**src/rtl/pwr_mode_pkg.sv**
```systemverilog
package pwr_mode_pkg;

   typedef enum logic [2:0] {
      PM_ACTIVE    = 3'd0,
      PM_LP_ACTIVE = 3'd1,
      PM_IDLE      = 3'd2,
      PM_LP_IDLE   = 3'd3,
      PM_STOP      = 3'd4,
      PM_SUSPEND   = 3'd5,
      PM_SLEEP     = 3'd6,
      PM_RSVD      = 3'd7
   } pm_mode_e;

   typedef enum logic [2:0] {
      ST_RUN,
      ST_HALT,
      ST_IDLE_WAKE,
      ST_CLK_WAIT,
      ST_PWR_WAIT,
      ST_RST
   } pm_state_e;

   typedef struct packed {
      logic irq;
      logic touch;
      logic rtc;
      logic port;
      logic i2c;
   } pm_wake_s;

   function automatic logic pm_is_deep(pm_mode_e m);
      return (m == PM_STOP) || (m == PM_SUSPEND) || (m == PM_SLEEP);
   endfunction

endpackage

```
**src/rtl/pwr_wake_decode.sv**
```systemverilog
module pwr_wake_decode
   import pwr_mode_pkg::*;
(
   input  pm_mode_e mode,
   input  pm_wake_s wake,
   output logic     hit
);
   always_comb begin
      unique case (mode)
         PM_IDLE, PM_LP_IDLE: hit = wake.irq;
         PM_SUSPEND:          hit = wake.touch | wake.rtc | wake.port | wake.i2c;
         PM_SLEEP:            hit = wake.rtc | wake.port | wake.i2c;
         default:             hit = 1'b0;
      endcase
   end
endmodule

```
**src/rtl/pwr_clk_gate.sv**
```systemverilog
module pwr_clk_gate #(
   parameter int NUM_PERIPH = 8
) (
   input  logic                  sys_clk_en,
   input  logic                  lp_class,
   input  logic [NUM_PERIPH-1:0] clk_req,
   output logic [NUM_PERIPH-1:0] clk_en
);
   for (genvar i = 0; i < NUM_PERIPH; i++) begin : g_lane
      assign clk_en[i] = sys_clk_en & (~lp_class | clk_req[i]);
   end
endmodule

```
**src/rtl/pwr_mode_fsm.sv**
```systemverilog
module pwr_mode_fsm
   import pwr_mode_pkg::*;
#(
   parameter int WAKE_CYCLES = 2
) (
   input  logic     clk,
   input  logic     rst_n,
   input  logic     req_valid,
   input  pm_mode_e req_mode,
   input  logic     entry_abort,
   input  logic     halt_wake,
   input  logic     rst_pin,
   input  logic     osc_ready,
   input  logic     pwr_good,
   output pm_mode_e mode_q,
   output logic     cpu_halt,
   output logic     sys_clk_en,
   output logic     osc_en,
   output logic     pwr_gate,
   output logic     rst_out,
   output logic     lp_class
);
   localparam int CNT_W   = (WAKE_CYCLES > 2) ? $clog2(WAKE_CYCLES - 1) : 1;
   localparam int CNT_TOP = WAKE_CYCLES - 2;

   pm_state_e  state_q, state_d;
   pm_mode_e   mode_d, run_q, run_d;
   logic [CNT_W-1:0] cnt_q, cnt_d;

   always_comb begin
      state_d = state_q;
      mode_d  = mode_q;
      run_d   = run_q;
      cnt_d   = cnt_q;
      if (rst_pin) begin
         state_d = ST_RST;
         mode_d  = PM_ACTIVE;
         run_d   = PM_ACTIVE;
      end else begin
         unique case (state_q)
            ST_RUN: if (req_valid) begin
               if (req_mode == PM_ACTIVE || req_mode == PM_LP_ACTIVE) begin
                  mode_d = req_mode;
                  run_d  = req_mode;
               end else if (req_mode != PM_RSVD && !entry_abort) begin
                  state_d = ST_HALT;
                  mode_d  = req_mode;
                  if (req_mode == PM_IDLE)    run_d = PM_ACTIVE;
                  if (req_mode == PM_LP_IDLE) run_d = PM_LP_ACTIVE;
               end
            end
            ST_HALT: if (halt_wake) begin
               if (mode_q == PM_SUSPEND)    state_d = ST_CLK_WAIT;
               else if (mode_q == PM_SLEEP) state_d = ST_PWR_WAIT;
               else begin
                  state_d = ST_IDLE_WAKE;
                  cnt_d   = CNT_W'(CNT_TOP);
               end
            end
            ST_IDLE_WAKE: begin
               if (cnt_q == '0) begin
                  state_d = ST_RUN;
                  mode_d  = run_q;
               end else begin
                  cnt_d = cnt_q - 1'b1;
               end
            end
            ST_CLK_WAIT: if (osc_ready) begin
               state_d = ST_RUN;
               mode_d  = run_q;
            end
            ST_PWR_WAIT: if (osc_ready && pwr_good) begin
               state_d = ST_RUN;
               mode_d  = run_q;
            end
            ST_RST: if (osc_ready && pwr_good) begin
               state_d = ST_RUN;
               mode_d  = PM_ACTIVE;
            end
            default: state_d = ST_RST;
         endcase
      end
   end

   always_ff @(posedge clk or negedge rst_n) begin
      if (!rst_n) begin
         state_q <= ST_RUN;
         mode_q  <= PM_ACTIVE;
         run_q   <= PM_ACTIVE;
         cnt_q   <= '0;
      end else begin
         state_q <= state_d;
         mode_q  <= mode_d;
         run_q   <= run_d;
         cnt_q   <= cnt_d;
      end
   end

   logic deep_halt;
   assign deep_halt  = (state_q == ST_HALT) && pm_is_deep(mode_q);
   assign cpu_halt   = (state_q != ST_RUN);
   assign sys_clk_en = !(deep_halt || state_q == ST_CLK_WAIT || state_q == ST_PWR_WAIT);
   assign osc_en     = !deep_halt;
   assign pwr_gate   = (state_q == ST_HALT) && (mode_q == PM_SLEEP);
   assign rst_out    = (state_q == ST_RST);
   assign lp_class   = (mode_q == PM_LP_ACTIVE) || (mode_q == PM_LP_IDLE);
endmodule

```
**src/rtl/pwr_mode_seq.sv**
```systemverilog
module pwr_mode_seq
   import pwr_mode_pkg::*;
#(
   parameter int NUM_PERIPH  = 8,
   parameter int WAKE_CYCLES = 2
) (
   input  logic                  clk,
   input  logic                  rst_n,
   input  logic                  req_valid,
   input  logic [2:0]            req_mode,
   input  logic                  irq,
   input  logic                  wake_touch,
   input  logic                  wake_rtc,
   input  logic                  wake_port,
   input  logic                  wake_i2c,
   input  logic                  rst_pin,
   input  logic                  osc_ready,
   input  logic                  pwr_good,
   input  logic [NUM_PERIPH-1:0] periph_clk_req,
   output logic [2:0]            cur_mode,
   output logic                  cpu_halt,
   output logic                  sys_clk_en,
   output logic                  osc_en,
   output logic                  rtc_osc_en,
   output logic                  pwr_gate,
   output logic                  rst_out,
   output logic [NUM_PERIPH-1:0] periph_clk_en
);
   if (NUM_PERIPH < 1) begin : g_bad_np
      $error("pwr_mode_seq: NUM_PERIPH must be at least 1");
   end
   if (WAKE_CYCLES < 2) begin : g_bad_wake
      $error("pwr_mode_seq: WAKE_CYCLES must be at least 2");
   end

   pm_wake_s wake;
   pm_mode_e req_e, mode_q;
   logic     entry_abort, halt_wake, lp_class;

   assign wake  = '{irq: irq, touch: wake_touch, rtc: wake_rtc,
                    port: wake_port, i2c: wake_i2c};
   assign req_e = pm_mode_e'(req_mode);

   pwr_wake_decode u_abort_dec (.mode(req_e),  .wake(wake), .hit(entry_abort));
   pwr_wake_decode u_halt_dec  (.mode(mode_q), .wake(wake), .hit(halt_wake));

   pwr_mode_fsm #(.WAKE_CYCLES(WAKE_CYCLES)) u_fsm (
      .clk        (clk),
      .rst_n      (rst_n),
      .req_valid  (req_valid),
      .req_mode   (req_e),
      .entry_abort(entry_abort),
      .halt_wake  (halt_wake),
      .rst_pin    (rst_pin),
      .osc_ready  (osc_ready),
      .pwr_good   (pwr_good),
      .mode_q     (mode_q),
      .cpu_halt   (cpu_halt),
      .sys_clk_en (sys_clk_en),
      .osc_en     (osc_en),
      .pwr_gate   (pwr_gate),
      .rst_out    (rst_out),
      .lp_class   (lp_class)
   );

   pwr_clk_gate #(.NUM_PERIPH(NUM_PERIPH)) u_gate (
      .sys_clk_en(sys_clk_en),
      .lp_class  (lp_class),
      .clk_req   (periph_clk_req),
      .clk_en    (periph_clk_en)
   );

   assign cur_mode   = mode_q;
   assign rtc_osc_en = 1'b1;
endmodule

```
**config.mk**
```make
export PLATFORM = sky130hd
export DESIGN_NAME = pwr_mode_seq
export DESIGN_NICKNAME = d
export VERILOG_FILES = /design/src/rtl/pwr_mode_pkg.sv /design/src/rtl/pwr_wake_decode.sv /design/src/rtl/pwr_clk_gate.sv /design/src/rtl/pwr_mode_fsm.sv /design/src/rtl/pwr_mode_seq.sv
export SDC_FILE = /design/constraint.sdc
export NUM_CORES = 1
export LEC_CHECK = 0
export BUFFER_PORTS_ARGS = -buffer_cell sky130_fd_sc_hd__buf_2
export CORE_ASPECT_RATIO = 0.8
export CORE_MARGIN = 1.5
export CORE_UTILIZATION = 49
export CTS_BUF_LIST = sky130_fd_sc_hd__clkbuf_16
export DETAILED_ROUTE_END_ITERATION = 16
export PLACE_DENSITY = 0.83
export REMOVE_ABC_BUFFERS = 1
export SYNTH_ARGS = -nofsm -noshare
export SYNTH_HDL_FRONTEND = slang
export SYNTH_SLANG_ARGS = --single-unit
```
**constraint.sdc**
```tcl
create_clock -name clk -period 5.01 [get_ports clk]
set_input_delay 0.2505 -clock clk [delete_from_list [all_inputs] [get_ports clk]]
set_output_delay 0.2505 -clock clk [all_outputs]
set_load 0.05 [all_outputs]
```
# Word-level counts from Yosys, hierarchy flattened
# Index checks and enable logic that the tools add are counted.
# word_totals
elab_cells	120
latch_bits	0
inputBits	22
mem_count	0
reg_bits	10
ram_bits	0
mem_bits_ro	0
out_inout_bits	17
# classes
n_bitwise	23
shifts	0
n_eq_ne	30
n_reduce_logical	29
multipliers	0
n_mux	33
addsub	1
n_lt_le_gt_ge	0
div_mod_pow	0
# ops
operator	n
3-bit two-way mux	24
3-bit case mux with 5 select lines	2
3-bit == test (second input constant)	7
3-bit by 2-bit == test with 1-bit output (second input constant)	6
3-bit inequality test (second input constant)	6
7-bit AND reduction	2
1-bit bitwise OR	13
3-bit by 1-bit == test with 1-bit output (second input constant)	3
3-bit by 2-bit inequality test with 1-bit output (second input constant)	3
1-bit bitwise AND	8
3-bit logical NOT	2
1-bit logical OR	6
2-bit inequality test (second input constant)	3
1-bit case mux with 3 select lines	2
2-bit nonzero test	3
3-bit nonzero test	2
6-bit nonzero test	1
2-bit OR reduction	3
5-bit AND reduction	1
1-bit logical AND	4
1-bit two-way mux	4
4-bit by 2-bit inequality test with 1-bit output (second input constant)	1
4-bit AND reduction	1
4-bit nonzero test	1
5 further kinds	8

# Longest topological paths before layout
# Gate-level depths: netlist of the first run.
# logic_depth
word_depth	11
depth_mapped	6
ltp_nobuf	4

# Modules after synthesis
# Synthesis of the first run repeated with hierarchy kept, for this count alone.
# unflattened
hier_cells	116
hier_area_um2	899.6
# by_module_without_submodules
mod	n_inst	cells_per_inst	seq_area_each_um2	area_per_inst_um2
pwr_mode_fsm	1	82	225.2	709.4
pwr_clk_gate	1	16	0.0	93.8
pwr_wake_decode	2	8	0.0	42.5
pwr_mode_seq	1	2	0.0	11.3

# Worst setup path after synthesis of the first run
# OpenSTA, ideal clock, no wires.
# synth_timing
kind	register to register
start	register u_fsm.mode_q[0]
end	register u_fsm.state_q[2]
synth_period_minus_slack_ns	2.545
path_buffers	0
path_stages_with_launch	5
setup_slack_ns	2.465
arrival_ns	2.457
required_time_ns	4.921
setup_time_ns	0.089
cell_sequence	dfrtp_1 -> nand3b_1 -> nor3b_1 -> nor4_1 -> nor3_1
# synth_via
elab_chain_len	6
elab_cells_between_ends	13
classes_between	eq/ne: 5; mux: 6; reduce/logical: 2
# synth_rtl
item	line_no	rtl
start: declaration	pwr_mode_fsm.sv:15	output pm_mode_e mode_q,
start signal: assignment	pwr_mode_fsm.sv:93	mode_q <= mode_d;
3-bit == test	pwr_wake_decode.sv:9, pwr_mode_fsm.sv:54	
3-bit two-way mux	pwr_mode_fsm.sv:54	else if (mode_q == PM_SLEEP) state_d = ST_PWR_WAIT;
3-bit two-way mux	pwr_mode_fsm.sv:53	if (mode_q == PM_SUSPEND) state_d = ST_CLK_WAIT;
3-bit two-way mux	pwr_mode_fsm.sv:52	ST_HALT: if (halt_wake) begin
3-bit case mux with 5 select lines	pwr_mode_fsm.sv:40	unique case (state_q)
3-bit two-way mux	pwr_mode_fsm.sv:35	if (rst_pin) begin
end signal: assignment	pwr_mode_fsm.sv:92	state_q <= state_d;
end: declaration	pwr_mode_fsm.sv:26	pm_state_e state_q, state_d;
# Several ways; a longest one is shown, not always the timed one. The select of a mux whose other input is x is not followed.
# A chain may end at the register's enable or synchronous reset.

# Worst setup path after layout of the first run
# layout_timing
start	register u_fsm.state_q[2]
end	output port periph_clk_en[0]
# layout_via
elab_chain_len	6
elab_cells_between_ends	8
classes_between	eq/ne: 3; bitwise: 1; reduce/logical: 4
# layout_rtl
item	line_no	rtl
3-bit by 1-bit == test with 1-bit output	pwr_mode_fsm.sv:100	assign deep_halt = (state_q == ST_HALT) && pm_is_deep(mode_q);
1-bit logical AND	pwr_mode_fsm.sv:100	
1-bit logical OR	pwr_mode_fsm.sv:102	assign sys_clk_en = !(deep_halt || state_q == ST_CLK_WAIT || state_q == ST_PWR_WAIT);
1-bit logical OR *	pwr_mode_fsm.sv:102	
1-bit logical NOT *	pwr_mode_fsm.sv:102	
1-bit bitwise AND *	pwr_clk_gate.sv:10	assign clk_en[i] = sys_clk_en & (~lp_class | clk_req[i]);
end: declaration	pwr_mode_seq.sv:27	output logic [NUM_PERIPH-1:0] periph_clk_en
# Mark *: on every way between the ends. The rest lies on a longest branch, timed or not.

==> reports/summary.txt, run 1 <==
clock-pin slew on the worst setup and hold paths = 0.04 ns
area share of and/or/nand/nor cells after synthesis = 23.0%
crit path cell chain = nor2b_1 > o21ai_0 > o31a_1 > o21a_1 > buf_2
I/O Pins = 39
die area = 1930 sq um
setup TNS = 0 ns
fillers = 145
Port-buffer cells = 37
final hold violations = 0
wire length per cell = 16.3 microns
Die Y = 39.6 microns
Iteration-0 DRC Markers = 38
Compound-Gate Fraction of Synth Area = 32.5%
vias = 905
DRC violations left = 0
run status = finished, final reports clean
largest net degree at the start of global routing = 23
hold-fix buffers at CTS = 1
CP Capture Type = output port
Inserted Diodes = 0
CP Depth = 5
Final setup viols = 0
Post-Synth Adder-Cell Area = 0%
FF-to-FF path depth = 4
CP delay by family, top = flip-flops
Async S/R FF share, synth = 100%
# rows = 13
Syn Area/Cell = 8.46 sq um
fmax = 441 MHz
top cells by count, synth = dfrtp_1 (9), o21a_1 (8), a211oi_1 (5), nand3b_1 (5), nor3_1 (5)
Initial Utilization = 51.5%
GRT overflow = 0
max incr delay on CP = 0.66 ns
clk buf depth = 2
top_reg_cell synth = dfrtp_1
Req. time, crit path = 4.76 ns
Final #Nets = 153
Max Cap Viol = 0
vias per inst = 5.95
hold crit path type = input pin to flop
Clk Latency, worst-skew pair = 0.24 ns
Hold Path Depth = 2
Sink Count = 9
core area = 1590 sq um
Total GRT Usage = 25.6%
post-CTS sizing = 0
main combinational cell family by area after synthesis = compound AO/OA/AOI/OAI gates
post-synthesis sequential area ratio = 27.4%
Slew Limit Fails = 0
CTS root buf = clkbuf_16
Non-Filler Instances = 152
hold_ws = 0.346 ns
count leader, synth = dfrtp_1
Placed Cells = 147
CTS tree = yes
Synth Register Bits = 9
crit path launch type = flop
Clock H-tree levels = 1
crit path kind = flop to output port
share of cells above drive strength 1 = 31.5%
arrival time at the worst endpoint = 2.02 ns
XOR/XNOR Fraction of Synth Area = 0%
Rel. slew slack = 55.7%
Layout area overhead = 31.1%
number of enable flip-flop cells after synthesis = 0
RSZ-0062 raised after global routing = no
final worst path period need = 2.27 ns
Fin Clk Skew = 0.000400 ns
Worst Path Max Fanout = 15
Cell variety after synth = 40
DR pass1 iterations = 4
CP bufs+invs = 1
post-synthesis instance total = 97
HPWL after DPL = 1.68 mm
YS warnings = 0
final worst path period share = 45.3%
Slowest-stage cell, CP = dfrtp_1
total CTS buffers = 3
Cell Area, Synth = 821 sq um
area leader, netlist = dfrtp_1
top cells by area, synth = dfrtp_1 (27%), o21a_1 (7.3%), mux2i_1 (4.9%)
post-synthesis mux area share = 8.99%
first-pass GRT wire length = 3.53 mm
Worst-Margin Slew = 0.665 ns
vias in the first global route = 701
Post-Route WL = 2.47 mm
Post-DRT Antenna Nets = 0
initial antenna violation count = 0
Post-CTS Setup Inserts = 0
placer congestion estimate = 0.914
Die X = 48.8 microns
share of the synthesized area in the top cell type = 27.4%
-- logic make-up after synthesis --
| logic type | count (synthesis) |
|---|---|
| compound gates | 35 |
| flops | 9 |
| buf+inv | 13 |
| simple gates | 32 |
| mux | 7 |
| other cells | 1 |
-- cell type report --
type                    instances  area (sq um)  share of cell area (%)
clock inverters                 1          5.00                   0.465
multi-input cells              75           533                    49.5
repair buffers                 38           195                    18.1
clock buffers                   3          75.1                    6.98
well taps                      22          27.5                    2.56
flip-flops and latches          9           225                    20.9
inverters                       4          15.0                    1.40
-- state kept, by name, indices dropped and copies added, names as in the netlist --
signal	count
u_fsm.mode_q	3
u_fsm.run_q	3
u_fsm.state_q	3
-- cells in the final DEF, fill, tap and decap left out, drive strengths merged, types with 2 or more instances in the layout --
cell type  synthesis  routed
a21oi              2       2
clkbuf             4       3
mux2               3       3
buf                5      37
a211oi             5       5
nand3b             5       5
dfrtp              9       9
nor2b              3       3
nor2               3       3
a221oi             4       4
a21boi             2       2
nand2              2       2
nor3               5       5
and2               4       4
o21ai              3       3
nand3              3       3
nand2b             2       2
nor4               2       2
mux2i              4       4
inv                4       4
o21a               8       8
-- path summary, 6_finish.rpt --
kind	from	endpoint	slack (ns)
min in group asynchronous	rst_n	u_fsm.state_q[1]	0.39
max in group asynchronous	rst_n	u_fsm.run_q[1]	4.43
min reg2reg	u_fsm.run_q[2]	u_fsm.run_q[2]	0.53
max	u_fsm.state_q[2]	periph_clk_en[0]	2.74
max reg2reg	u_fsm.state_q[1]	u_fsm.mode_q[2]	2.92
min	rst_pin	u_fsm.run_q[0]	0.35
-- metrics by stage --
step	worst slack (ns)	area, sq um	util, %
2_1_floorplan	2.46	773	-
3_3_place_gp	3.06	986	61.9
3_5_place_dp	3.00	986	61.9
4_1_cts	2.80	1080	67.5
5_1_grt	2.63	1080	67.5
6_report	2.74	1080	67.5
-- worst register-to-register path: stages (launching register included) --
cell and delay (ns):
dfrtp_1 0.61, or3_1 0.56, a211o_1 0.31, o311a_1 0.17, mux2_1 0.33
-- per-layer routing --
layer	vias to the layer above	GRT usage, %	wire length [microns]
met2	34	42.1	1220
met1	427	32.8	1080
met4	0	10.7	40
li1	439	-	-
met5	-	0	0
met3	5	6.11	132
Power of run 1 is not shown: default switching activity piles up to over one toggle a cycle in this logic, so the estimate is an artifact.
==> run 2: changes to the inputs <==
--- a/config.mk
+++ b/config.mk
@@ -8,10 +8,10 @@
 export BUFFER_PORTS_ARGS = -buffer_cell sky130_fd_sc_hd__buf_2
 export CORE_ASPECT_RATIO = 0.8
 export CORE_MARGIN = 1.5
-export CORE_UTILIZATION = 49
+export CORE_UTILIZATION = 45
 export CTS_BUF_LIST = sky130_fd_sc_hd__clkbuf_16
 export DETAILED_ROUTE_END_ITERATION = 16
-export PLACE_DENSITY = 0.83
+export PLACE_DENSITY = 0.77
 export REMOVE_ABC_BUFFERS = 1
 export SYNTH_ARGS = -nofsm -noshare
 export SYNTH_HDL_FRONTEND = slang
==> constraint.sdc (replaced) <==
create_clock -name clk -period 2.35 [get_ports clk]
set_input_delay 0.1175 -clock clk [delete_from_list [all_inputs] [get_ports clk]]
set_output_delay 0.1175 -clock clk [all_outputs]
set_load 0.05 [all_outputs]
==> reports/summary.txt, run 2 (synthesized netlist as in run 1, its figures left out) <==
run status = finished, final reports clean
DRC violations left = 0 (unchanged)
CTS root buf = clkbuf_16
hold_ws = 0.216 ns (-0.131 ns)
# rows = 13 (unchanged)
Req. time, crit path = 2.23 ns (-2.53 ns)
die area = 2090 sq um (+8.3%)
GRT overflow = 0 (unchanged)
Slew Limit Fails = 0 (unchanged)
Clk Latency, worst-skew pair = 0.23 ns (about the same)
most frequent cells in the layout = buf_2 (37), dfrtp_1 (9), o21a_1 (8)
total CTS buffers = 3 (unchanged)
Hold Path Depth = 2 (unchanged)
HPWL after DPL = 1.73 mm (+2.9%)
most common cell after layout, fill and taps aside = buf_2
RSZ-0062 raised after global routing = no
crit path kind = flop to output port
clock-pin slew on the worst setup and hold paths = 0.04 ns (about the same)
Sink Count = 9 (unchanged)
max incr delay on CP = 0.64 ns (-0.02 ns)
Worst Path Max Fanout = 15 (unchanged)
wire length per cell = 14.8 microns (-8.8%)
initial antenna violation count = 0 (unchanged)
Initial Utilization = 49.0% (-2.5 points)
Final setup viols = 0 (unchanged)
fmax = 469 MHz
Post-Route WL = 2.27 mm (-8.2%)
first-pass GRT wire length = 3.48 mm (-1.4%)
Port-buffer cells = 37 (unchanged)
Worst-Margin Slew = 0.576 ns (-0.0889 ns)
Fin Clk Skew = 0.000431 ns (+0.0000307 ns)
post-CTS sizing = 0 (unchanged)
biggest regs = u_fsm.mode_q x3, u_fsm.run_q x3, u_fsm.state_q x3
Total GRT Usage = 23.2% (-2.4 points)
crit path launch type = flop
Slowest-stage cell, CP = dfrtp_1
largest net degree at the start of global routing = 20 (-13%)
Inserted Diodes = 0 (unchanged)
Clock H-tree levels = 1 (unchanged)
arrival time at the worst endpoint = 2.02 ns (about the same)
Layout area overhead = 32.0%
Rel. slew slack = 61.2% (+5.6 points)
crit path cell chain = nor2b_1 > o21ai_0 > o31a_1 > o21a_1 > buf_2
FF-to-FF path depth = 4 (unchanged)
CP Capture Type = output port
Die X = 50.8 microns (+4.1%)
vias in the first global route = 774 (+10%)
final hold violations = 0 (unchanged)
core area = 1680 sq um (+5.1%)
Die Y = 41.2 microns (+4.0%)
final worst path period need = 2.13 ns
placer congestion estimate = 0.881 (-3.6%)
Max Cap Viol = 0 (unchanged)
Post-DRT Antenna Nets = 0 (unchanged)
share of cells above drive strength 1 = 32.1% (+0.52 points)
CTS tree = yes
clk buf depth = 2 (unchanged)
vias = 881 (-2.7%)
Final #Nets = 154 (+0.65%)
fillers = 137 (-5.5%)
Iteration-0 DRC Markers = 26 (-32%)
final worst path period share = 90.8%
vias per inst = 5.76 (-3.3%)
hold crit path type = input pin to flop
DR pass1 iterations = 4 (unchanged)
I/O Pins = 39 (unchanged)
run 2: cell types whose count changed in the layout (fill, tap and decap cells not counted), sizes merged:
cell / before / now
buf: 37 / 38
run 2: worst paths after layout:
path / start / end / slack [ns]
setup / recovery: u_fsm.state_q[2] / periph_clk_en[6] / 0.22
hold / removal: rst_pin / u_fsm.run_q[0] / 0.22
setup reg to reg: u_fsm.state_q[2] / u_fsm.mode_q[0] / 0.43
hold reg to reg: u_fsm.run_q[2] / u_fsm.run_q[2] / 0.52
max in group asynchronous: rst_n / u_fsm.run_q[0] / 1.91
min in group asynchronous: rst_n / u_fsm.state_q[1] / 0.26
run 2: cell type report:
cell class                      count  area [sq um]  area share, %
Tap cell                           22          27.5           2.54
Multi-Input combinational cell     75           533           49.2
Sequential cell                     9           225           20.8
Timing Repair Buffer               39           203           18.7
Clock inverter                      1          5.00          0.462
Clock buffer                        3          75.1           6.93
Inverter                            4          15.0           1.39
run 2: timing repair:
item                       in CTS  in global routing
hold buffers                    1                  0
setup endpoints to repair       0                  0
hold endpoints to repair        9                  0
setup buffers                   0                  0
run 2: metrics by stage:
step	TNS (ns)	instance area [sq um]	setup slack (ns)	util (%)	cells
after detailed placement	0	993	0.450	59.3	148
final	0	1080	0.217	64.7	153
after global routing	0	1080	0.0471	64.7	153
after floorplan	-0.195	773	-0.195	-	88
after CTS	0	1080	0.242	64.7	153
after global placement	0	993	0.487	59.3	148
run 2: per-layer routing:
layer	wire length, microns	global-route usage [%]
met5	0	0
met4	27	4.05
met3	93	5.47
met1	1050	29.3
met2	1100	42.1
run 2: critical path, delay by kind of cell (launching register included):
family / cells / cell delay [ns]
AND/OR/NAND/NOR: 1 / 0.18
buffers and inverters: 1 / 0.28
AO/OA/AOI/OAI: 3 / 0.68
flip-flops: 1 / 0.64
Power of run 2 is left out for the same reason.
